`config.mk`:
```
export PLATFORM = sky130hd
export DESIGN_NAME = mash3_ratio_gen
export DESIGN_NICKNAME = d
export VERILOG_FILES = /design/src/rtl/mash_pkg.sv /design/src/rtl/mash_acc_chain.sv /design/src/rtl/mash_cancel.sv /design/src/rtl/mash_ratio_out.sv /design/src/rtl/mash3_ratio_gen.sv
export SDC_FILE = /design/constraint.sdc
export NUM_CORES = 1
export LEC_CHECK = 0
export BUFFER_PORTS_ARGS = -buffer_cell sky130_fd_sc_hd__buf_2
export CAP_MARGIN = 20
export CORE_MARGIN = 8
export CORE_UTILIZATION = 55
export DETAILED_ROUTE_END_ITERATION = 10
export PLACE_DENSITY = 0.78
export REMOVE_ABC_BUFFERS = 1
export SLEW_MARGIN = 15
export SYNTH_ARGS = -nofsm -noshare
export SYNTH_HDL_FRONTEND = slang
export SYNTH_SLANG_ARGS = --single-unit
```
`constraint.sdc`:
```
create_clock -name clk -period 6.1 [get_ports clk]
set_input_delay 0.305 -clock clk [delete_from_list [all_inputs] [get_ports clk]]
set_output_delay 0.305 -clock clk [all_outputs]
set_load 0.005 [all_outputs]
```
`src/rtl/mash_pkg.sv`:
```
package mash_pkg;
  localparam int ORDER = 3;
  localparam int OFF_W = 4;
  localparam int OFF_MIN = -3;
  localparam int OFF_MAX = 4;
  typedef logic signed [OFF_W-1:0] off_t;
endpackage

```
`src/rtl/mash_acc_chain.sv`:
```
// Cascade of first-order accumulators; each stage adds the registered
// residue of the stage before it, so one W-bit add sits between flops.
module mash_acc_chain #(
  parameter int W = 20,
  parameter int N = 3
) (
  input  logic         clk,
  input  logic         rst,
  input  logic [W-1:0] frac_i,
  output logic [N-1:0] cy_o
);
  for (genvar k = 0; k < N; k++) begin : g_st
    logic [W-1:0] acc_q;
    logic [W-1:0] feed;
    logic [W:0]   sum;
    logic         cy_q;

    if (k == 0) begin : g_in
      assign feed = frac_i;
    end else begin : g_in
      assign feed = g_st[k-1].acc_q;
    end

    assign sum = {1'b0, acc_q} + {1'b0, feed};

    always_ff @(posedge clk) begin
      if (rst) begin
        acc_q <= '0;
        cy_q  <= 1'b0;
      end else begin
        acc_q <= sum[W-1:0];
        cy_q  <= sum[W];
      end
    end

    assign cy_o[k] = cy_q;
  end
endmodule

```
`src/rtl/mash_cancel.sv`:
```
// Aligns the stage overflows and applies the noise-cancelling differences.
module mash_cancel
  import mash_pkg::*;
(
  input  logic             clk,
  input  logic             rst,
  input  logic [ORDER-1:0] cy_i,
  output off_t             off_o
);
  logic [ORDER-1:0] al;

  // stage k lags stage 0 by k cycles, so it is delayed by ORDER-1-k
  for (genvar k = 0; k < ORDER; k++) begin : g_al
    localparam int DLY = ORDER - 1 - k;
    if (DLY == 0) begin : g_pass
      assign al[k] = cy_i[k];
    end else begin : g_dly
      logic [DLY-1:0] sr;
      always_ff @(posedge clk) begin
        if (rst) begin
          sr <= '0;
        end else begin
          sr[0] <= cy_i[k];
          for (int i = 1; i < DLY; i++) sr[i] <= sr[i-1];
        end
      end
      assign al[k] = sr[DLY-1];
    end
  end

  function automatic off_t widen(input logic b);
    return $signed({{(OFF_W-1){1'b0}}, b});
  endfunction

  logic al2_p, al3_p1, al3_p2;
  off_t t1, t2, t3, sum_d;

  always_comb begin
    t1    = widen(al[0]);
    t2    = widen(al[1]) - widen(al2_p);
    t3    = widen(al[2]) - (widen(al3_p1) <<< 1) + widen(al3_p2);
    sum_d = t1 + t2 + t3;
  end

  always_ff @(posedge clk) begin
    if (rst) begin
      al2_p  <= 1'b0;
      al3_p1 <= 1'b0;
      al3_p2 <= 1'b0;
      off_o  <= '0;
    end else begin
      al2_p  <= al[1];
      al3_p1 <= al[2];
      al3_p2 <= al3_p1;
      off_o  <= sum_d;
    end
  end
endmodule

```
`src/rtl/mash_ratio_out.sv`:
```
// Adds the signed offset to the base, clamps to the divider window, flags bad bases.
module mash_ratio_out
  import mash_pkg::*;
#(
  parameter int RATIO_W   = 5,
  parameter int RATIO_MIN = 16,
  parameter int RATIO_MAX = 31,
  parameter int BASE_MIN  = 19,
  parameter int BASE_MAX  = 27
) (
  input  logic               clk,
  input  logic               rst,
  input  logic [RATIO_W-1:0] base_i,
  input  off_t               off_i,
  output logic [RATIO_W-1:0] ratio_o,
  output logic               sat_o
);
  localparam int SUM_W = RATIO_W + 2;
  localparam logic signed [SUM_W-1:0] LO_S = SUM_W'(RATIO_MIN);
  localparam logic signed [SUM_W-1:0] HI_S = SUM_W'(RATIO_MAX);
  localparam logic [RATIO_W-1:0] LO_R = RATIO_W'(RATIO_MIN);
  localparam logic [RATIO_W-1:0] HI_R = RATIO_W'(RATIO_MAX);
  localparam logic [RATIO_W-1:0] BLO  = RATIO_W'(BASE_MIN);
  localparam logic [RATIO_W-1:0] BHI  = RATIO_W'(BASE_MAX);

  logic signed [SUM_W-1:0] raw;
  logic [RATIO_W-1:0]      clip;
  logic                    bad;

  always_comb begin
    raw = $signed({2'b00, base_i})
        + $signed({{(SUM_W-OFF_W){off_i[OFF_W-1]}}, off_i});
    if (raw < LO_S)      clip = LO_R;
    else if (raw > HI_S) clip = HI_R;
    else                 clip = raw[RATIO_W-1:0];
    bad = (base_i < BLO) || (base_i > BHI);
  end

  always_ff @(posedge clk) begin
    if (rst) begin
      ratio_o <= LO_R;
      sat_o   <= 1'b0;
    end else begin
      ratio_o <= clip;
      sat_o   <= bad;
    end
  end
endmodule

```
`src/rtl/mash3_ratio_gen.sv`:
```
module mash3_ratio_gen
  import mash_pkg::*;
#(
  parameter int FRAC_W    = 20,
  parameter int RATIO_W   = 5,
  parameter int RATIO_MIN = 16,
  parameter int RATIO_MAX = 31
) (
  input  logic               clk,
  input  logic               rst,
  input  logic [FRAC_W-1:0]  frac_i,
  input  logic [RATIO_W-1:0] base_i,
  output logic [RATIO_W-1:0] ratio_o,
  output logic               sat_o
);
  localparam int BASE_MIN = RATIO_MIN - OFF_MIN;
  localparam int BASE_MAX = RATIO_MAX - OFF_MAX;

  logic [ORDER-1:0] cy;
  off_t             off_q;

  mash_acc_chain #(.W(FRAC_W), .N(ORDER)) u_chain (
    .clk    (clk),
    .rst    (rst),
    .frac_i (frac_i),
    .cy_o   (cy)
  );

  mash_cancel u_cancel (
    .clk   (clk),
    .rst   (rst),
    .cy_i  (cy),
    .off_o (off_q)
  );

  mash_ratio_out #(
    .RATIO_W   (RATIO_W),
    .RATIO_MIN (RATIO_MIN),
    .RATIO_MAX (RATIO_MAX),
    .BASE_MIN  (BASE_MIN),
    .BASE_MAX  (BASE_MAX)
  ) u_out (
    .clk     (clk),
    .rst     (rst),
    .base_i  (base_i),
    .off_i   (off_q),
    .ratio_o (ratio_o),
    .sat_o   (sat_o)
  );
endmodule

```
### Word-level counts from Yosys, hierarchy flattened

Cells that the tools add are included.

| storage, ports and cells | value |
|---|---|
| ROM bits | 0 |
| output and inout port bits | 6 |
| bits of input ports | 27 |
| memories kept | 0 |
| memory bits (writable) | 0 |
| logic and storage cells | 32 |
| bits in registers | 79 |
| bits in latches | 0 |

| operators by class | value |
|---|---|
| muxes and demuxes | 1 |
| equality and inequality tests | 0 |
| reduce and logical (&&, ||, !) cells | 3 |
| $add $sub $neg | 9 |
| divide/modulo/power cells | 0 |
| shift-type cells | 0 |
| $lt $le $gt $ge | 4 |
| bitwise logic cells | 0 |
| multipliers | 0 |

Operator list:

| cell | count |
|---|---|
| adder 20 x 20 -> 21 bit | 3 |
| adder 6 x 4 -> 7 bit | 1 |
| > comparator 7 x 6 -> 1 bit, second input constant | 1 |
| < comparator 7 x 6 -> 1 bit, second input constant | 1 |
| > comparator 5 bit, second input constant | 1 |
| < comparator 5 bit, second input constant | 1 |
| adder 2 x 4 -> 4 bit | 1 |
| adder 4 x 2 -> 4 bit | 1 |
| adder 4 bit | 1 |
| 2-to-1 mux 4 bit | 1 |
| OR reduction 3 bit | 1 |
| subtractor 1 x 2 -> 3 bit | 1 |
| OR reduction 2 bit | 1 |
| subtractor 1 x 1 -> 2 bit | 1 |
| logical OR 1 bit | 1 |

### Depth between registers and ports, before layout

| logic depth | value |
|---|---|
| word-level depth | 3 |
| mapped depth | 10 |
| depth with buffers taken out | 10 |

### By module

A second synthesis with hierarchy kept.

| unflattened totals | value |
|---|---|
| cells, all modules | 600 |
| area total of the unflattened synthesis | 5282.6 sq um |

Modules (own cells, without submodules):

| module | cells each | times used | sequential area each (sq um) | area an instance (sq um) |
|---|---|---|---|---|
| mash_acc_chain | 518 | 1 | 1261.2 | 4444.3 |
| mash_cancel | 36 | 1 | 200.2 | 435.4 |
| mash_ratio_out | 46 | 1 | 120.1 | 402.9 |

### Least setup slack after synthesis

Ideal clock, no wire load.

| timing path | value |
|---|---|
| kind | reg-to-reg |
| start point | register u_chain.g_st[1].acc_q[0] |
| end point | register u_chain.g_st[1].acc_q[18] |
| library setup time | 0.123 ns |
| stages on the path, launching flop included | 11 |
| buffers on the path | 0 |
| required time | 5.977 ns |
| data arrival time | 2.467 ns |
| period minus slack after synthesis | 2.590 ns |
| setup slack | 3.510 ns |
| path through | dfxtp_1 > ha_1 > inv_1 > fa_1 > nor2b_4 > o31a_1 > o21a_1 > o31a_1 > a221o_1 > a31oi_2 > mux2_1 |

| on the way | value |
|---|---|
| cells in the longest elaborated chain, start to end | 1 |

RTL lines:

| element | line | RTL |
|---|---|---|
| start, declared | mash_acc_chain.sv:13 | `logic [W-1:0] acc_q;` |
| start signal, assigned | mash_acc_chain.sv:31 | `acc_q <= sum[W-1:0];` |
| adder 20 x 20 -> 21 bit | mash_acc_chain.sv:24 | `assign sum = {1'b0, acc_q} + {1'b0, feed};` |

Every way passes these cells.
A chain may end at the register's enable or synchronous reset.

### Worst setup path in the final report

Same ends and word-level chain as after synthesis.

==> results.yml <==
cells_and_area:
  fillers: 793
  drive_gt1_share_pct: 7.776
  diodes: 0
  instances_no_fill: 754
  fin_area_um2: 5635
  fin_nets: 743
  area_delta_synth_final_pct: 9.241
placement:
  port_buffers: 32
  dp_slack_ns: 3.312
  placed_area_um2: 5424
  hpwl_um: 8164
  placedCellCount: 739
  place_congestion: 0.8936
clocking:
  cts_sinks: 79
  cts-root-buf: "clkbuf_8"
  cts-resized-gates: 0
  htreeDepth: 3
  cts_buffers: 9
  clockBufferDepth: 2
  clkTransAtPathRegs_ns: 0.08
  cts_tree: "yes"
  clk_latency_ns: 0.35
  cts_hold_buf: 0
  postCtsSetupBuffers: 0
synthesis:
  synth-xor-area-share_pct: 5.433
  synth_edf_count: 0
  synth_top_family_by_area: "compound AO/OA/AOI/OAI gates"
  synthArstFlopShare_pct: 0
  synth.area.top_cells: "dfxtp_1 (31%), ha_1 (17%), nor2_1 (5.3%)"
  synth_ff_type: "dfxtp_1"
  ys_ff_latch: 79
  ys_warn_count: 0
  synth_simple_gate_area_share_pct: 18.75
  seq_area_frac_synth_pct: 30.66
  syn_avg_cell_area_um2: 8.513
  ys_types: 47
  syn_area_um2: 5159
  synthDominantCellAreaShare_pct: 30.66
  synth_fa_ha_area_share_pct: 19.55
  synthMuxAreaShare_pct: 1.528
  syn_inst: 606
  synth_compound_area_share_pct: 21.10
  yosys.area.top_type: "dfxtp_1"
power:
  p_comb_share_pct: 53.8
  clkPwrFrac_pct: 16.0
  p_int_mw: 1.550
  power.density_nw_per_um2: 469.1
  p_switching_mw: 1.094
  peakVddDrop_v: 0.0002759
  p_sw_share_pct: 41.38
  p_leak_nw: 2.573
  pwr-share-seq_pct: 30.2
route:
  drt_iter0_markers: 186
  drc: 0
  drtAntennaViolNets: 0
  dr.pass1.iters: 4
  via_per_inst: 5.792
  wl_per_cell_um: 14.18
  wl_um: 10690
  route.vias.total: 4367
floorplan:
  core_um2: 9153
  die_w_um: 112.8
  die_area_um2: 12730
  die_h_um: 112.8
  io_pins: 33
  initial_core_util_pct: 56.36
  fp-row-count: 35
sta:
  finalCritPeriodShare_pct: 45.98
  clock.fmax_mhz: 356.6
  slew_headroom_pct: 42.76
  rsz0062_at_grt: "false"
  post-route-min-period_ns: 2.805
  setup_ws_ns: 3.295
  worst_slew_pin_slew_ns: 0.8586
  hold_viol: 0
  finalClockSkew_ns: 0.008922
  setup-violations-final: 0
  tns_ns: 0
  maxSlewViolCount: 0
critical_path:
  r2r_setup_slack_ns: 3.30
  cp_slowest_cell: "a221o_1"
  crit_buf_inv: 1
  path_class: "register to register"
  max_stage_delay_ns: 0.40
  crit_required_ns: 6.34
  crit_top_cell: "o31a_1"
  reg2reg_to: "u_chain.g_st[1].acc_q[18]"
  r2r-start: "u_chain.g_st[1].acc_q[0]"
  critPathCaptureType: "register"
  path_max_fanout: 4
  reg2reg_depth: 10
  path_delay_family: "compound AO/OA/AOI/OAI gates"
  crit_chain: "ha_1 -> inv_1 -> fa_1 -> nor2b_4 -> o31a_1 -> o21a_1 -> o31a_1 -> a221o_1 -> a31oi_2 -> mux2_1"
  crit_arrival_ns: 3.04
  cp-start-kind: "register"
global_routing:
  antenna_found_initial: 0
  grt_usage_pct: 17.26
  grt_pass1_wl_um: 18450
  grt_pass1_vias: 4260
  grt_start_max_net_pins: 87
  gr-total-overflow: 0
min_path:
  min_delay_path_depth: 2
  min-delay-start: "base_i[4]"
  holdPathEnd: "u_out.sat_o"
  worstHoldPathType: "primary input to register"
job:
  maxCapViolCount: 0
status:
  outcome: "finished clean"
worst max-delay path by stage:
stage                     cells past startpoint                         to                      from
after CTS                                    10  u_chain.g_st[1].acc_q[18]  u_chain.g_st[1].acc_q[0]
after detailed placement                      9  u_chain.g_st[0].acc_q[15]                 frac_i[6]
after floorplan                              10  u_chain.g_st[1].acc_q[18]  u_chain.g_st[1].acc_q[0]
after global routing                         10  u_chain.g_st[1].acc_q[18]  u_chain.g_st[1].acc_q[0]
after global placement                       10  u_chain.g_st[1].acc_q[18]  u_chain.g_st[1].acc_q[0]
final                                        10  u_chain.g_st[1].acc_q[18]  u_chain.g_st[1].acc_q[0]
cell type report:
class,instances,area (µm²),share of cell area (%)
clock buffer,11,141.4,2.509
sequential,79,1582,28.06
inverter,29,108.9,1.932
multi-input combinational,487,3427,60.81
clock inverter,4,70.07,1.243
timing repair buffer,33,167.7,2.975
tap,111,138.9,2.464
cells by family after synthesis:
logic type	after synthesis
AOI/OAI and AO/OA	169
xor gates and xnor gates	32
adders and majority gates	77
buffers and inverters	40
DFF	79
muxes	7
other	1
and+or+nand+nor	201
worst reg2reg max path, delay by kind of cell (launching register included):
kind	cells	cell delay [ns]
AO/OA/AOI/OAI	5	1.45
adder cells (fa/ha/maj)	2	0.44
flip-flops	1	0.33
multiplexers	1	0.33
buffers and inverters	1	0.07
AND/OR/NAND/NOR	1	0.06
metrics by stage:
step                      util, %  total power [mW]  hold slack, ns
after global placement      59.26             2.145          0.4321
after detailed placement    59.26             2.203          0.4354
final                       61.57             2.644          0.1749
after floorplan                 -             1.911          0.3717
after global routing        61.57             2.882          0.1629
after CTS                   61.57             2.640          0.1605
registers in the layout, summed over array words and instances (netlist names):
register / cells
u_cancel.al3_p1: 1
u_cancel.off_o: 4
u_cancel.al3_p2: 1
u_cancel.al2_p: 1
u_out.ratio_o: 5
u_cancel.g_al.g_dly.sr: 3
u_chain.g_st.acc_q: 60
u_chain.g_st.cy_q: 3
u_out.sat_o: 1
synth_stat cells (all sizes together), types with 3 or more instances:
library cell   n
a21oi         48
o211ai         8
a21boi         4
xnor2         20
o31a           3
o21a          11
o31ai          4
inv           29
o21ai         36
or3            3
fa             6
a211oi        14
nand2b        11
a21o          20
ha            71
xor2          12
dfxtp         79
o2111ai        4
clkbuf         7
nor2          73
and2           4
mux2           7
and3           6
nor2b         26
buf            4
a31oi          5
nor3          26
nand3         19
nand2         26
cells in the final DEF (no fill, tap or decap), types with 4 or more instances in the layout:
cell type  instances
dfxtp_1           79
nor2_1            73
ha_1              71
a21oi_1           48
buf_2             32
inv_1             29
o21ai_0           27
nor3_1            26
nand2_1           26
nor2b_1           25
xnor2_1           20
a21o_1            20
nand3_1           19
a211oi_1          14
xor2_1            12
o21a_1            11
nand2b_1          11
clkbuf_8          10
o21ai_1            9
o211ai_1           8
mux2_1             7
and3_1             6
fa_1               6
a31oi_1            4
o2111ai_1          4
o31ai_1            4
and2_1             4
routing by layer:
layer	global-route usage [%]	part of all wire (%)	vias to the layer above
li1	-	-	2247
met1	21.97	48	2003
met2	28.45	46	93
met3	2.716	3.8	24
met4	7.104	2.2	0
met5	0	0	-
power by group through the flow:
stage / combinational [mW] / sequential, mW / clock, mW
after floorplan: 1.15 / 0.760 / 0
after global placement: 1.34 / 0.801 / 0
after detailed placement: 1.40 / 0.807 / 0
after CTS: 1.41 / 0.795 / 0.433
after global routing: 1.61 / 0.814 / 0.458
final: 1.42 / 0.797 / 0.424
Note: power is estimated with default switching activity, not from simulation.
